==> src/rtl/pport_pkg.sv <==
package pport_pkg;
  localparam int PC_W = 6;

  typedef enum logic [1:0] {
    PCM_IN    = 2'b00,
    PCM_A_HS  = 2'b01,
    PCM_AB_HS = 2'b10,
    PCM_OUT   = 2'b11
  } pc_mode_e;

  // Port A handshakes in both control modes
  function automatic logic a_hs(input pc_mode_e m);
    return (m == PCM_A_HS) || (m == PCM_AB_HS);
  endfunction

  function automatic logic b_hs(input pc_mode_e m);
    return (m == PCM_AB_HS);
  endfunction

  // Output enables of port C per mode (strobe pins are inputs)
  function automatic logic [PC_W-1:0] pc_dir(input pc_mode_e m);
    case (m)
      PCM_IN:   return '0;
      PCM_A_HS: return 6'b111011;
      PCM_AB_HS: return 6'b011011;
      default:  return '1;
    endcase
  endfunction
endpackage

==> src/rtl/stb_sync.sv <==
module stb_sync #(
  parameter int SYNC_N = 2
) (
  input  logic clk,
  input  logic rst_n,
  input  logic stb_n,
  output logic stb_fall,
  output logic stb_rise
);
  logic [SYNC_N:0] sh_q;

  always_ff @(posedge clk or negedge rst_n) begin
    if (!rst_n) sh_q <= '1;
    else        sh_q <= {sh_q[SYNC_N-1:0], stb_n};
  end

  // sh_q[SYNC_N-1] is the synchronised level, sh_q[SYNC_N] its previous value
  assign stb_fall = sh_q[SYNC_N] & ~sh_q[SYNC_N-1];
  assign stb_rise = ~sh_q[SYNC_N] & sh_q[SYNC_N-1];
endmodule

==> src/rtl/hs_port.sv <==
module hs_port #(
  parameter int W = 8
) (
  input  logic         clk,
  input  logic         rst_n,
  input  logic         strobed,
  input  logic         dir_out,
  input  logic         ien,
  input  logic         wr,
  input  logic         rd,
  input  logic [W-1:0] wdata,
  input  logic [W-1:0] pin_in,
  input  logic         stb_fall,
  input  logic         stb_rise,
  output logic [W-1:0] pin_out,
  output logic [W-1:0] pin_oe,
  output logic [W-1:0] rdata,
  output logic         bf,
  output logic         intr
);
  logic [W-1:0] out_q, in_q;
  logic         bf_q, req_q;

  // named handshake events
  logic ev_load, ev_done_in, ev_rd, ev_wr_out, ev_ack, ev_ack_end;
  assign ev_load    = strobed & ~dir_out & stb_fall;
  assign ev_done_in = strobed & ~dir_out & stb_rise;
  assign ev_rd      = strobed & ~dir_out & rd;
  assign ev_wr_out  = strobed &  dir_out & wr;
  assign ev_ack     = strobed &  dir_out & ~wr & stb_fall;
  assign ev_ack_end = strobed &  dir_out & ~wr & stb_rise;

  always_ff @(posedge clk or negedge rst_n) begin
    if (!rst_n) begin
      out_q <= '0;
      in_q  <= '0;
      bf_q  <= 1'b0;
      req_q <= 1'b0;
    end else begin
      if (wr)      out_q <= wdata;
      if (ev_load) in_q  <= pin_in;
      if (!strobed) begin
        bf_q  <= 1'b0;
        req_q <= 1'b0;
      end else begin
        if (ev_load) bf_q <= 1'b1;
        if (ev_done_in || ev_ack_end) req_q <= 1'b1;
        if (ev_ack) bf_q <= 1'b0;
        if (ev_wr_out) begin
          bf_q  <= 1'b1;
          req_q <= 1'b0;
        end
        if (ev_rd) begin
          bf_q  <= 1'b0;
          req_q <= 1'b0;
        end
      end
    end
  end

  assign pin_out = out_q;
  assign pin_oe  = {W{dir_out}};
  assign rdata   = dir_out ? out_q : (strobed ? in_q : pin_in);
  assign bf      = bf_q;
  assign intr    = req_q & ien;

  p_load_r6: assert property (@(posedge clk) disable iff (!rst_n)
    ev_load && !rd |=> bf_q && (in_q == $past(pin_in)));
  p_bf_cause_r6: assert property (@(posedge clk) disable iff (!rst_n)
    $rose(bf_q) |-> $past(ev_load || ev_wr_out));
  p_read_r8: assert property (@(posedge clk) disable iff (!rst_n)
    ev_rd |=> !bf_q && !req_q);
  p_write_r9: assert property (@(posedge clk) disable iff (!rst_n)
    ev_wr_out |=> bf_q && !req_q);
  p_ack_r9: assert property (@(posedge clk) disable iff (!rst_n)
    ev_ack |=> !bf_q);
  p_idle_r12: assert property (@(posedge clk) disable iff (!rst_n)
    !strobed |=> !bf_q && !req_q);
endmodule

==> src/rtl/pc_mux.sv <==
module pc_mux
  import pport_pkg::*;
(
  input  pc_mode_e        mode,
  input  logic [PC_W-1:0] pc_q,
  input  logic            a_intr,
  input  logic            a_bf,
  input  logic            b_intr,
  input  logic            b_bf,
  output logic [PC_W-1:0] pc_out,
  output logic [PC_W-1:0] pc_oe
);
  always_comb begin
    pc_oe  = pc_dir(mode);
    pc_out = pc_q;
    if (a_hs(mode)) begin
      pc_out[0] = a_intr;
      pc_out[1] = a_bf;
      pc_out[2] = 1'b0;
    end
    if (b_hs(mode)) begin
      pc_out[3] = b_intr;
      pc_out[4] = b_bf;
      pc_out[5] = 1'b0;
    end
  end
endmodule

==> src/rtl/pport_hs.sv <==
module pport_hs
  import pport_pkg::*;
#(
  parameter int PORT_W = 8,
  parameter int SYNC_N = 2
) (
  input  logic              clk,
  input  logic              rst_n,
  input  logic              cfg_dir_a,
  input  logic              cfg_dir_b,
  input  logic [1:0]        cfg_pc_mode,
  input  logic              cfg_ien_a,
  input  logic              cfg_ien_b,
  input  logic              wr_a,
  input  logic              wr_b,
  input  logic              wr_c,
  input  logic              rd_a,
  input  logic              rd_b,
  input  logic [PORT_W-1:0] wdata,
  input  logic [PORT_W-1:0] pa_in,
  input  logic [PORT_W-1:0] pb_in,
  input  logic [PC_W-1:0]   pc_in,
  output logic [PORT_W-1:0] rdata_a,
  output logic [PORT_W-1:0] rdata_b,
  output logic [PC_W-1:0]   rdata_c,
  output logic [PORT_W-1:0] pa_out,
  output logic [PORT_W-1:0] pa_oe,
  output logic [PORT_W-1:0] pb_out,
  output logic [PORT_W-1:0] pb_oe,
  output logic [PC_W-1:0]   pc_out,
  output logic [PC_W-1:0]   pc_oe,
  output logic              bf_a,
  output logic              bf_b,
  output logic              intr_a,
  output logic              intr_b
);
  localparam int STB_A_BIT = 2;
  localparam int STB_B_BIT = 5;

  pc_mode_e mode;
  assign mode = pc_mode_e'(cfg_pc_mode);

  logic [PC_W-1:0] pc_q;
  always_ff @(posedge clk or negedge rst_n) begin
    if (!rst_n)    pc_q <= '0;
    else if (wr_c) pc_q <= wdata[PC_W-1:0];
  end

  logic a_fall, a_rise, b_fall, b_rise;

  stb_sync #(.SYNC_N(SYNC_N)) u_sync_a (
    .clk(clk), .rst_n(rst_n), .stb_n(pc_in[STB_A_BIT]),
    .stb_fall(a_fall), .stb_rise(a_rise));

  stb_sync #(.SYNC_N(SYNC_N)) u_sync_b (
    .clk(clk), .rst_n(rst_n), .stb_n(pc_in[STB_B_BIT]),
    .stb_fall(b_fall), .stb_rise(b_rise));

  hs_port #(.W(PORT_W)) u_port_a (
    .clk(clk), .rst_n(rst_n), .strobed(a_hs(mode)), .dir_out(cfg_dir_a),
    .ien(cfg_ien_a), .wr(wr_a), .rd(rd_a), .wdata(wdata), .pin_in(pa_in),
    .stb_fall(a_fall), .stb_rise(a_rise), .pin_out(pa_out), .pin_oe(pa_oe),
    .rdata(rdata_a), .bf(bf_a), .intr(intr_a));

  hs_port #(.W(PORT_W)) u_port_b (
    .clk(clk), .rst_n(rst_n), .strobed(b_hs(mode)), .dir_out(cfg_dir_b),
    .ien(cfg_ien_b), .wr(wr_b), .rd(rd_b), .wdata(wdata), .pin_in(pb_in),
    .stb_fall(b_fall), .stb_rise(b_rise), .pin_out(pb_out), .pin_oe(pb_oe),
    .rdata(rdata_b), .bf(bf_b), .intr(intr_b));

  pc_mux u_pc_mux (
    .mode(mode), .pc_q(pc_q), .a_intr(intr_a), .a_bf(bf_a),
    .b_intr(intr_b), .b_bf(bf_b), .pc_out(pc_out), .pc_oe(pc_oe));

  // output pins read back their driven value, input pins read the pad
  assign rdata_c = (pc_oe & pc_out) | (~pc_oe & pc_in);

  // port B flags never leave port C unless B is handshaken
  p_bpins_r5: assert property (@(posedge clk) disable iff (!rst_n)
    (mode == PCM_A_HS) |-> (pc_out[5:3] == pc_q[5:3]));
  // the strobe pin of port A is never driven while A handshakes
  p_stb_in_r4: assert property (@(posedge clk) disable iff (!rst_n)
    a_hs(mode) |-> !pc_oe[STB_A_BIT]);
endmodule

==> config.mk <==
export PLATFORM = sky130hd
export DESIGN_NAME = pport_hs
export DESIGN_NICKNAME = d
export VERILOG_FILES = /design/src/rtl/pport_pkg.sv /design/src/rtl/stb_sync.sv /design/src/rtl/hs_port.sv /design/src/rtl/pc_mux.sv /design/src/rtl/pport_hs.sv
export SDC_FILE = /design/constraint.sdc
export NUM_CORES = 1
export LEC_CHECK = 0
export BUFFER_PORTS_ARGS = -buffer_cell sky130_fd_sc_hd__buf_2
export CORE_UTILIZATION = 42
export CTS_BUF_LIST = sky130_fd_sc_hd__clkbuf_16
export CTS_CLUSTER_DIAMETER = 100
export DETAILED_ROUTE_END_ITERATION = 8
export PLACE_DENSITY = 0.78
export SLEW_MARGIN = 15
export SYNTH_ARGS = -nofsm -noshare
export SYNTH_HDL_FRONTEND = slang
export SYNTH_SLANG_ARGS = --single-unit
==> constraint.sdc <==
create_clock -name clk -period 1.55 [get_ports clk]
set_input_delay 0.155 -clock clk [delete_from_list [all_inputs] [get_ports clk]]
set_output_delay 0.155 -clock clk [all_outputs]
set_load 0.02 [all_outputs]
* Yosys cells after proc, flatten, opt, wreduce, memory -nomap -nowiden
Cells that the tools add are included.
Storage, ports and cells: output and inout bits 70, memories 0, bits in writable memories 0, word-level logic and storage cells 82, register bits 48, bits in read-only memories 0, bits in latches 0
Cells by class: equality and inequality tests 6, shift operators 0, add/sub/neg operators 0, div/mod/pow operators 0, muxes and demuxes 25, bitwise operators 36, reductions and logical operators 4, order comparisons 0, multiply operators 0
Operator list (number):
- $mux 8 | 4
- $and 1x1->1 | 24
- $mux 1 | 18
- $pmux 6 s3 | 1
- $and 6x6->6 | 2
- $ne 5x5->1 const B | 2
- $ne 4x4->1 const B | 2
- $not 1->1 | 8
- $mux 3 | 2
- $not 6->6 | 1
- $or 6x6->6 | 1
- $logic_or 1x1->1 | 3
- $eq 2x1->1 const B | 1
- $eq 2x2->1 const B | 1
- $logic_not 2->1 | 1

* Longest topological paths before layout
Gate-level depths: netlist (run 1).
depth after elaboration 10, gate-level depth with buffers 5

* By module
A second synthesis (run 1) with hierarchy kept.
Second synthesis, totals: cells, all modules 207, area, all modules 2621.3 sq um
Modules (own cells, without submodules):
- hs_port | instances 2, area an instance 970.9 sq um, cells each 79
- pport_hs | instances 1, area an instance 339.1 sq um, cells each 22
- stb_sync | instances 2, area an instance 93.8 sq um, cells each 5
- pc_mux | instances 1, area an instance 152.6 sq um, cells each 17

* Worst setup path before layout (run 1)
No wires, ideal clock.
path type in2out, from input port cfg_pc_mode[0], to output port rdata_c[0], arrival 1.439 ns, stages 4, slack -0.044 ns, data required time 1.395 ns, cell sequence inv_1 ha_1 o21ai_0 mux2_2
Between the ends: cells in the longest elaborated chain, start to end 5, elaborated cells on any way between the ends 10, classes of those cells eq/ne: 2; mux: 2; bitwise: 4; reduce/logical: 2
Ends and longest elaborated chain:
- start: declaration | RTL line pport_hs.sv:11 | input logic [1:0] cfg_pc_mode,
- $eq 2x1->1 or $eq 2x2->1 (tied branches) | RTL line pport_pkg.sv:13 | return (m == PCM_A_HS) || (m == PCM_AB_HS);
- $logic_or 1x1->1 (*) | RTL line pport_pkg.sv:13
- $mux 3 (*) | RTL line pc_mux.sv:16 | if (a_hs(mode)) begin
- named net pc_out[0] | RTL line pport_hs.sv:30 | output logic [PC_W-1:0] pc_out,
- $and 6x6->6 (*) | RTL line pport_hs.sv:76 | assign rdata_c = (pc_oe & pc_out) | (~pc_oe & pc_in);
- $or 6x6->6 (*) | RTL line pport_hs.sv:76
- end: declaration | RTL line pport_hs.sv:25 | output logic [PC_W-1:0] rdata_c,
Mark *: on every way through the listed nets, which the timed path passes. The rest lies on a longest branch.

* Worst setup path after layout (run 1)
from register pc_q[4], to output port rdata_c[4]
Between the ends: cells in the longest elaborated chain, start to end 3
Ends and longest elaborated chain:
- start: declaration | RTL line pport_hs.sv:43 | logic [PC_W-1:0] pc_q;
- start signal: assignment | RTL line pport_hs.sv:46 | else if (wr_c) pc_q <= wdata[PC_W-1:0];
- $mux 3 | RTL line pc_mux.sv:21 | if (b_hs(mode)) begin
- $and 6x6->6 | RTL line pport_hs.sv:76
- $or 6x6->6 | RTL line pport_hs.sv:76
No other way between the ends.

==> results of run 1 <==
[kinds of logic after synthesis]
group	count (synthesis)
AO/OA/AOI/OAI	28
adder cells (fa/ha/maj)	4
buffers and inverters	35
flip-flops	48
multiplexers	60
AND/OR/NAND/NOR	36
[report_power, final]
| group | switching (mW) | internal [mW] | total (mW) | leakage [nW] |
|---|---|---|---|---|
| combinational | 0.493 | 0.421 | 0.914 | 1.03 |
| sequential | 0.100 | 1.43 | 1.53 | 0.569 |
| clock | 0.440 | 0.752 | 1.19 | 0.0850 |
| total | 1.03 | 2.61 | 3.64 | 1.68 |
[worst max-delay path, stage by stage (launching register included)]
cell     delay (ns)
dfrtp_1        0.39
mux2_4         0.28
mux2_2         0.26
buf_4          0.15
[cell type report]
cell class / count / area (sq um)
fillers: 504 / 2290
flip-flops and latches: 48 / 1210
multi-input cells: 128 / 1100
repair buffers: 128 / 731
clock buffers: 5 / 125
well taps: 72 / 90.1
clock inverters: 3 / 38.8
inverters: 7 / 26.3
[worst paths after layout]
path / startpoint / to / slack, ns / cells after the start
max reg2reg: u_sync_a.sh_q[2] / u_port_a.in_q[6] / 0.05 / 4
min reg2reg: u_sync_a.sh_q[0] / u_sync_a.sh_q[1] / 0.36 / 0
min in group asynchronous: rst_n / u_port_a.in_q[1] / 0.37 / 2
min: pb_in[2] / u_port_b.in_q[2] / 0.12 / 2
max: pc_q[4] / rdata_c[4] / 0.03 / 3
max in group asynchronous: rst_n / u_sync_b.sh_q[2] / 0.58 / 3
[routing by layer]
metal	wire [um]	GRT usage
met4	51	0.0382
met2	2580	0.298
met5	0	0
met3	306	0.0460
met1	2460	0.235
[state kept, by name, indices dropped and copies added, names as in the netlist]
| name | count |
|---|---|
| u_port_b.bf | 1 |
| u_port_a.bf | 1 |
| pc_q | 6 |
| u_sync_a.sh_q | 3 |
| u_port_a.in_q | 8 |
| u_port_a.pin_out | 8 |
| u_port_b.pin_out | 8 |
| u_sync_b.sh_q | 3 |
| u_port_a.req_q | 1 |
| u_port_b.in_q | 8 |
| u_port_b.req_q | 1 |
[stage by stage]
stage	worst slack (ns)	power (mW)	util	TNS, ns	cell area (sq um)
6_report	0.0335	3.64	0.592	0	3320
5_1_grt	0.00164	3.83	0.592	0	3320
4_1_cts	0.00398	3.67	0.587	0	3290
3_5_place_dp	-0.0338	2.46	0.550	-0.0338	3080
3_3_place_gp	-0.0145	2.43	0.550	-0.0145	3080
2_1_floorplan	0.0226	2.14	-	0	2480
[cell usage in the layout, fill, tap and decap left out, types with 3 or more instances in the layout]
cell / synthesis / layout
nand2b_1: 3 / 3
buf_12: 0 / 3
buf_2: 3 / 110
mux2_2: 44 / 42
nor2b_1: 3 / 3
dfstp_2: 6 / 6
inv_1: 7 / 6
o21ai_0: 21 / 20
buf_4: 19 / 12
clkbuf_16: 0 / 5
nand2_1: 19 / 19
nand3_1: 4 / 4
mux2i_1: 16 / 16
dfrtp_1: 42 / 42
dlygate4sd3_1: 0 / 3
[repair_timing]
action,in CTS,in global routing
gates resized for setup,2,7
buffers inserted,0,1
hold buffers,3,0
endpoints found under the setup margin,1,8
endpoints found under the hold margin,20,0
pin swaps,0,1
==> results.json, run 1 <==
{
  "root_buffer": "clkbuf_16",
  "run_status": "finished clean",
  "syn-num-nets": 258,
  "fin_nets": 365,
  "synth-simple-area-share": 0.0816,
  "cp_max_fo": 2,
  "grt_max_degree": 30,
  "place.gp.congestion": 0.764,
  "power.density_mw_per_mm2": 1100,
  "synth_top_cell_by_area": "dfrtp_1",
  "ctsHtreeMaxLevel": 2,
  "clk_latency_ns": 0.28,
  "synth_ff_type": "dfrtp_1",
  "path_clk_slew_ns": 0.06,
  "synth-xor-area-share": 0,
  "synth_compound_area_frac": 0.0645,
  "synth.avg_cell_area_sq_um": 11.8,
  "min_period_ns": 1.52,
  "timing.hold.ws_ns": 0.116,
  "first_global_vias": 1803,
  "start_kind": "register",
  "synthTopCellsByArea": "dfrtp_1 (42%), mux2_2 (20%), mux2i_1 (6.4%)",
  "hold_viol_final": 0,
  "start_util": 0.443,
  "antenna_cells": 0,
  "wl_per_cell_um": 13.8,
  "synth.most_common_cell": "mux2_2",
  "via_per_inst": 4.86,
  "hold_path_class": "input port to register",
  "synth-edff-count": 0,
  "num_vias": 1900,
  "final_antenna_net_count": 0,
  "cts-buffers-inserted": 5,
  "die_x_um": 78.9,
  "ys_seq_area_frac": 0.487,
  "firstDrtPassIters": 4,
  "grt_first_pass_wirelength_mm": 8.64,
  "layout-drive-gt1-share": 0.599,
  "tightest_slew_ns": 0.486,
  "grtUsageTotal": 0.179,
  "p_leak_nw": 1.68,
  "dp_hpwl_mm": 4.17,
  "fin_crit_sh": 0.978,
  "ys_top_cells_by_count": "mux2_2 (44), dfrtp_1 (42), o21ai_0 (21), buf_4 (19), nand2_1 (19)",
  "synthArstFlopShare": 1.00,
  "synth_top_family_by_area": "multiplexers",
  "die-area_sq_mm": 0.00623,
  "finalSetupViolCount": 0,
  "peakVddDrop_mv": 0.779,
  "syn_to_final_growth_pct": 33.7,
  "numClockSinks": 48,
  "arrival_ns": 1.36,
  "relSlewSlack": 0.676,
  "cts_tree": "built",
  "io_pins": 113,
  "mappedNetlistArea_sq_mm": 0.00248,
  "dp_cells": 379,
  "drt_wl_total_mm": 5.40,
  "cap_viol_max_count": 0,
  "synth_top_area_frac": 0.423,
  "crit_type": "register to primary output",
  "ys_seq_elements": 48,
  "drtIter0Drc": 96,
  "clockBufferDepth": 2,
  "synth-warning-count": 0,
  "synth_cell_types": 24,
  "die-height_um": 78.9,
  "fin_cells": 391,
  "drv_slew": 0,
  "port_buffers": 112,
  "rows": 27,
  "syn-instance-count": 211,
  "drc": 0,
  "synth_fa_ha_area_frac": 0.0202,
  "gr-total-overflow": 0,
  "rsz0062_at_grt": "false",
  "endpoint_kind": "primary output",
  "synth_mux_area_frac": 0.264,
  "antenna_found_initial": 0,
  "core_sq_mm": 0.00561,
  "fmax_mhz": 659,
  "clock-skew-final_ns": 0.00463,
  "cp.required_ns": 1.39
}
Note: power is estimated with default switching activity, not from simulation.
==> run 2: changes to the inputs <==
--- a/config.mk
+++ b/config.mk
@@ -6,11 +6,12 @@
 export NUM_CORES = 1
 export LEC_CHECK = 0
 export BUFFER_PORTS_ARGS = -buffer_cell sky130_fd_sc_hd__buf_2
-export CORE_UTILIZATION = 42
+export CORE_UTILIZATION = 47
 export CTS_BUF_LIST = sky130_fd_sc_hd__clkbuf_16
 export CTS_CLUSTER_DIAMETER = 100
 export DETAILED_ROUTE_END_ITERATION = 8
-export PLACE_DENSITY = 0.78
+export GPL_TIMING_DRIVEN = 0
+export PLACE_DENSITY = 0.82
 export SLEW_MARGIN = 15
 export SYNTH_ARGS = -nofsm -noshare
 export SYNTH_HDL_FRONTEND = slang
==> constraint.sdc (replaced) <==
create_clock -name clk -period 1.6 [get_ports clk]
set_input_delay 0.16 -clock clk [delete_from_list [all_inputs] [get_ports clk]]
set_output_delay 0.16 -clock clk [all_outputs]
set_load 0.02 [all_outputs]
==> run 2 against run 1 <==
Clock-buffer cell count is the same. Utilization up 7.1 points. Setup slack improved by 0.018 ns. Clock skew up 0.00053 ns. Die area is 10% lower. Sequential share of layout area is 0.73 points lower. Sequential power down 3%. Total power fell by 7.6%. Non-clock buffer count increased by 16. Register-to-register slack better by 0.04 ns. Hold slack better by 0.0079 ns. Critical path type is now input port to primary output. Highest routed layer unchanged.
==> results.json, run 2 (synthesized netlist as in run 1, its figures left out) <==
{
  "cp_max_fo": 5,
  "p_sw_uw": 985,
  "hold_path_class": "input port to register",
  "place_ws_ns": -0.120,
  "endpoint_kind": "primary output",
  "num_vias": 1970,
  "io_pins": 113,
  "numClockSinks": 48,
  "min_from": "wdata[7]",
  "rsz0062_at_grt": "true",
  "syn_to_final_growth_pct": 36.4,
  "p_leak_nw": 1.72,
  "switching_share": 0.293,
  "seqPwrFrac": 0.442,
  "final_antenna_net_count": 0,
  "root_buffer": "clkbuf_16",
  "hold_viol_final": 0,
  "dp_hpwl_mm": 4.03,
  "r2r-start": "u_sync_a.sh_q[2]",
  "core_sq_mm": 0.00511,
  "power_mw": 3.36,
  "ctsHtreeMaxLevel": 2,
  "grtUsageTotal": 0.192,
  "arrival_ns": 1.39,
  "die-area_sq_mm": 0.00558,
  "dp_cells": 390,
  "place_area_sq_mm": 0.00312,
  "n_fill_cell": 432,
  "tightest_slew_ns": 0.607,
  "grt_max_degree": 49,
  "port_buffers": 109,
  "timing.hold.ws_ns": 0.124,
  "startpoint": "cfg_pc_mode[0]",
  "drt_wl_total_mm": 5.38,
  "path_clk_slew_ns": 0.06,
  "clk_latency_ns": 0.28,
  "finalSetupTns_ns": 0,
  "antenna_found_initial": 0,
  "first_global_vias": 1756,
  "via_per_inst": 4.86,
  "fmax_mhz": 646,
  "run_status": "finished clean",
  "cap_viol_max_count": 0,
  "final_common_cell": "buf_2",
  "p_comb_frac": 0.269,
  "start_util": 0.486,
  "finalSetupViolCount": 0,
  "die_x_um": 74.7,
  "rows": 26,
  "clockBufferDepth": 2,
  "layout-drive-gt1-share": 0.606,
  "gr-total-overflow": 0,
  "grt_first_pass_wirelength_mm": 8.05,
  "clock-skew-final_ns": 0.00516,
  "internal_power_mw": 2.38,
  "mostFrequentLayoutCells": "buf_2 (109), mux2_2 (44), dfrtp_1 (42)",
  "place.gp.congestion": 0.757,
  "power.density_mw_per_mm2": 993,
  "drv_slew": 0,
  "multi_input_comb_area_sq_mm": 0.00108,
  "cts-buffers-inserted": 5,
  "start_kind": "input port",
  "drc": 0,
  "firstDrtPassIters": 4,
  "cp.required_ns": 1.44,
  "peakVddDrop_mv": 0.833,
  "crit_type": "input port to primary output",
  "antenna_cells": 0,
  "pwr-share-clk": 0.288,
  "min_period_ns": 1.55,
  "wl_per_cell_um": 13.3,
  "final_util": 0.663,
  "setup_slack_ns": 0.0513,
  "relSlewSlack": 0.596,
  "fin_crit_sh": 0.968,
  "drtIter0Drc": 83,
  "seqCellArea_sq_mm": 0.00121,
  "cts_tree": "built",
  "fin_cells": 405,
  "stdcell_area_sq_mm": 0.00339,
  "die-height_um": 74.7,
  "fin_nets": 381
}
-- run 2: cell types whose count changed in the layout (fill, tap and decap cells not counted), sizes merged --
cell and delta:
clkinvlp +1, buf +10, clkbuf +6, bufinv -1
-- run 2: final timing paths --
kind | depth (start not counted) | slack [ns] | end
setup reg to reg | 4 | 0.09 | u_port_a.in_q[1]
max in group asynchronous | 3 | 0.63 | u_port_a.pin_out[3]
setup / recovery | 6 | 0.05 | rdata_c[1]
hold reg to reg | 0 | 0.36 | u_sync_b.sh_q[1]
min in group asynchronous | 2 | 0.45 | u_port_a.req_q
hold / removal | 2 | 0.12 | u_port_b.pin_out[7]
-- run 2: layout make-up --
class / count / share of cell area
clock buffers: 5 / 0.0369
inverters: 7 / 0.00775
plain buffers: 28 / 0.0558
well taps: 70 / 0.0258
flip-flops and latches: 48 / 0.357
repair buffers: 116 / 0.193
multi-input cells: 128 / 0.320
clock inverters: 3 / 0.00443
-- run 2: what timing repair did --
item / in CTS / in global routing
gates resized for setup: 5 / 8
cloned: 0 / 0
hold buffers: 2 / 1
pin swaps: 0 / 3
hold endpoints to repair: 2 / 19
setup buffers: 0 / 3
endpoints found under the setup margin: 12 / 28
-- run 2: worst max-delay path, stage by stage --
cell    delay, ns
buf_2        0.11
inv_2        0.05
ha_4         0.28
mux2_2       0.35
mux2_2       0.27
buf_4        0.16
-- run 2: layer usage --
metal	share of wire	routed length [um]	track usage	up-vias
met2	0.50	2670	0.323	61
met3	0.040	214	0.0388	2
met4	0.0028	15	0.0377	0
met5	0	0	0	-
met1	0.46	2470	0.261	954
li1	-	-	-	953
-- run 2: power by group through the flow --
stage | sequential (mW) | clock [mW] | combinational [mW]
after detailed placement | 1.51 | 0 | 0.876
final | 1.49 | 0.970 | 0.906
after floorplan | 1.54 | 0 | 0.536
after global routing | 1.51 | 1.06 | 0.983
after CTS | 1.49 | 1.00 | 0.890
after global placement | 1.50 | 0 | 0.860
==> run 3: changes to the inputs <==
--- a/config.mk
+++ b/config.mk
@@ -6,12 +6,12 @@
 export NUM_CORES = 1
 export LEC_CHECK = 0
 export BUFFER_PORTS_ARGS = -buffer_cell sky130_fd_sc_hd__buf_2
-export CORE_UTILIZATION = 47
+export CORE_UTILIZATION = 51
 export CTS_BUF_LIST = sky130_fd_sc_hd__clkbuf_16
 export CTS_CLUSTER_DIAMETER = 100
 export DETAILED_ROUTE_END_ITERATION = 8
 export GPL_TIMING_DRIVEN = 0
-export PLACE_DENSITY = 0.82
+export PLACE_DENSITY = 0.88
 export SLEW_MARGIN = 15
 export SYNTH_ARGS = -nofsm -noshare
 export SYNTH_HDL_FRONTEND = slang
==> constraint.sdc (replaced) <==
create_clock -name clk -period 1.8 [get_ports clk]
set_input_delay 0.18 -clock clk [delete_from_list [all_inputs] [get_ports clk]]
set_output_delay 0.18 -clock clk [all_outputs]
set_load 0.02 [all_outputs]
==> run 3 against run 2 <==
Setup slack better by 0.017 ns. Hold slack got worse by 0.11 ns. Global-route usage increased by 1.3 points. Sequential share of layout area grew 1.2 points. Final area shrank 3.1%. Critical path depth is the same.
==> results.json, run 3 (synthesized netlist as in run 1, its figures left out) <==
{
  "hold_path_class": "input port to register",
  "drtIter0Drc": 57,
  "finalSetupViolCount": 0,
  "crit_type": "input port to primary output",
  "power.density_mw_per_mm2": 944,
  "ctsHtreeMaxLevel": 2,
  "mostFrequentLayoutCells": "buf_2 (109), mux2_2 (44), dfrtp_1 (42)",
  "cts-buffers-inserted": 5,
  "dp_hpwl_mm": 4.01,
  "peakVddDrop_mv": 0.659,
  "start_util": 0.529,
  "tightest_slew_ns": 0.578,
  "endpoint_kind": "primary output",
  "min_period_ns": 1.73,
  "hold_viol_final": 0,
  "grt_first_pass_wirelength_mm": 8.23,
  "die-height_um": 71.8,
  "cts_tree": "built",
  "run_status": "finished clean",
  "cap_viol_max_count": 0,
  "cp.required_ns": 1.62,
  "core_sq_mm": 0.00469,
  "wl_per_cell_um": 13.2,
  "finalSetupTns_ns": 0,
  "fin_crit_sh": 0.962,
  "layout-drive-gt1-share": 0.587,
  "place_area_sq_mm": 0.00310,
  "drv_slew": 0,
  "grt_max_degree": 49,
  "drt_wl_total_mm": 5.07,
  "place.gp.congestion": 0.760,
  "first_global_vias": 1845,
  "start_kind": "input port",
  "fmax_mhz": 577,
  "final_util": 0.699,
  "root_buffer": "clkbuf_16",
  "firstDrtPassIters": 6,
  "drc": 0,
  "rows": 25,
  "port_buffers": 109,
  "antenna_found_initial": 0,
  "clockBufferDepth": 2,
  "place_ws_ns": 0.0603,
  "rsz0062_at_grt": "true",
  "antenna_cells": 0,
  "syn_to_final_growth_pct": 32.1,
  "grtUsageTotal": 0.205,
  "stdcell_area_sq_mm": 0.00328,
  "gr-total-overflow": 0,
  "relSlewSlack": 0.615,
  "numClockSinks": 48,
  "fin_nets": 375,
  "final_antenna_net_count": 0,
  "p_leak_nw": 1.69,
  "cp_max_fo": 6,
  "arrival_ns": 1.55,
  "num_vias": 1906,
  "path_clk_slew_ns": 0.06,
  "setup_slack_ns": 0.0682,
  "clk_latency_ns": 0.28,
  "power_mw": 3.10,
  "clock-skew-final_ns": 0.00457,
  "die_x_um": 71.8,
  "io_pins": 113,
  "via_per_inst": 4.98,
  "die-area_sq_mm": 0.00515,
  "final_common_cell": "buf_2"
}
==> run 3: what timing repair did <==
item | CTS | global route
hold buffers | 0 | 1
buffers inserted | 0 | 0
setup endpoints to repair | 0 | 9
resized for setup | 0 | 6
hold endpoints to repair | 0 | 42
==> run 3: worst max-delay path, stage by stage <==
cell,delay [ns]
buf_2,0.10
inv_1,0.06
ha_1,0.41
mux2_2,0.39
mux2_2,0.26
buf_2,0.16
==> run 3: cell type report <==
cell class / count / area (sq um)
Sequential cell: 48 / 1210
Tap cell: 54 / 67.6
Fill cell: 361 / 1410
Inverter: 7 / 26.3
Multi-Input combinational cell: 128 / 1070
Timing Repair Buffer: 110 / 558
Clock buffer: 5 / 125
Buffer: 28 / 190
Clock inverter: 3 / 37.5
==> run 3: per-stage QoR <==
step / cells / hold WS [ns]
2_1_floorplan: 211 / -0.116
4_1_cts: 382 / 0.0115
3_3_place_gp: 374 / 0.303
6_report: 383 / 0.0161
3_5_place_dp: 374 / 0.299
5_1_grt: 383 / 0.00704
==> run 3: final timing paths <==
kind | from | to | slack [ns] | cells after the start
min in group asynchronous | rst_n | u_port_b.in_q[6] | 0.44 | 2
worst min register to register | u_sync_b.sh_q[0] | u_sync_b.sh_q[1] | 0.36 | 0
max in group asynchronous | rst_n | u_port_a.bf | 0.96 | 2
worst min-delay path | pc_in[2] | u_sync_a.sh_q[0] | 0.02 | 1
worst max register to register | u_sync_a.sh_q[2] | u_port_a.in_q[6] | 0.17 | 3
worst max-delay path | cfg_pc_mode[0] | rdata_c[1] | 0.07 | 6
==> run 3: power by group <==
part	internal [mW]	leakage [nW]	switching, mW
sequential	1.23	0.569	0.0852
clock	0.645	0.0789	0.358
combinational	0.356	1.04	0.421
total	2.24	1.69	0.864
==> run 3: layer usage <==
layer | track usage | vias up | routed length (um)
met1 | 0.263 | 897 | 2240
li1 | - | 937 | -
met3 | 0.0366 | 5 | 272
met2 | 0.362 | 67 | 2530
met5 | 0 | - | 0
met4 | 0.0501 | 0 | 31
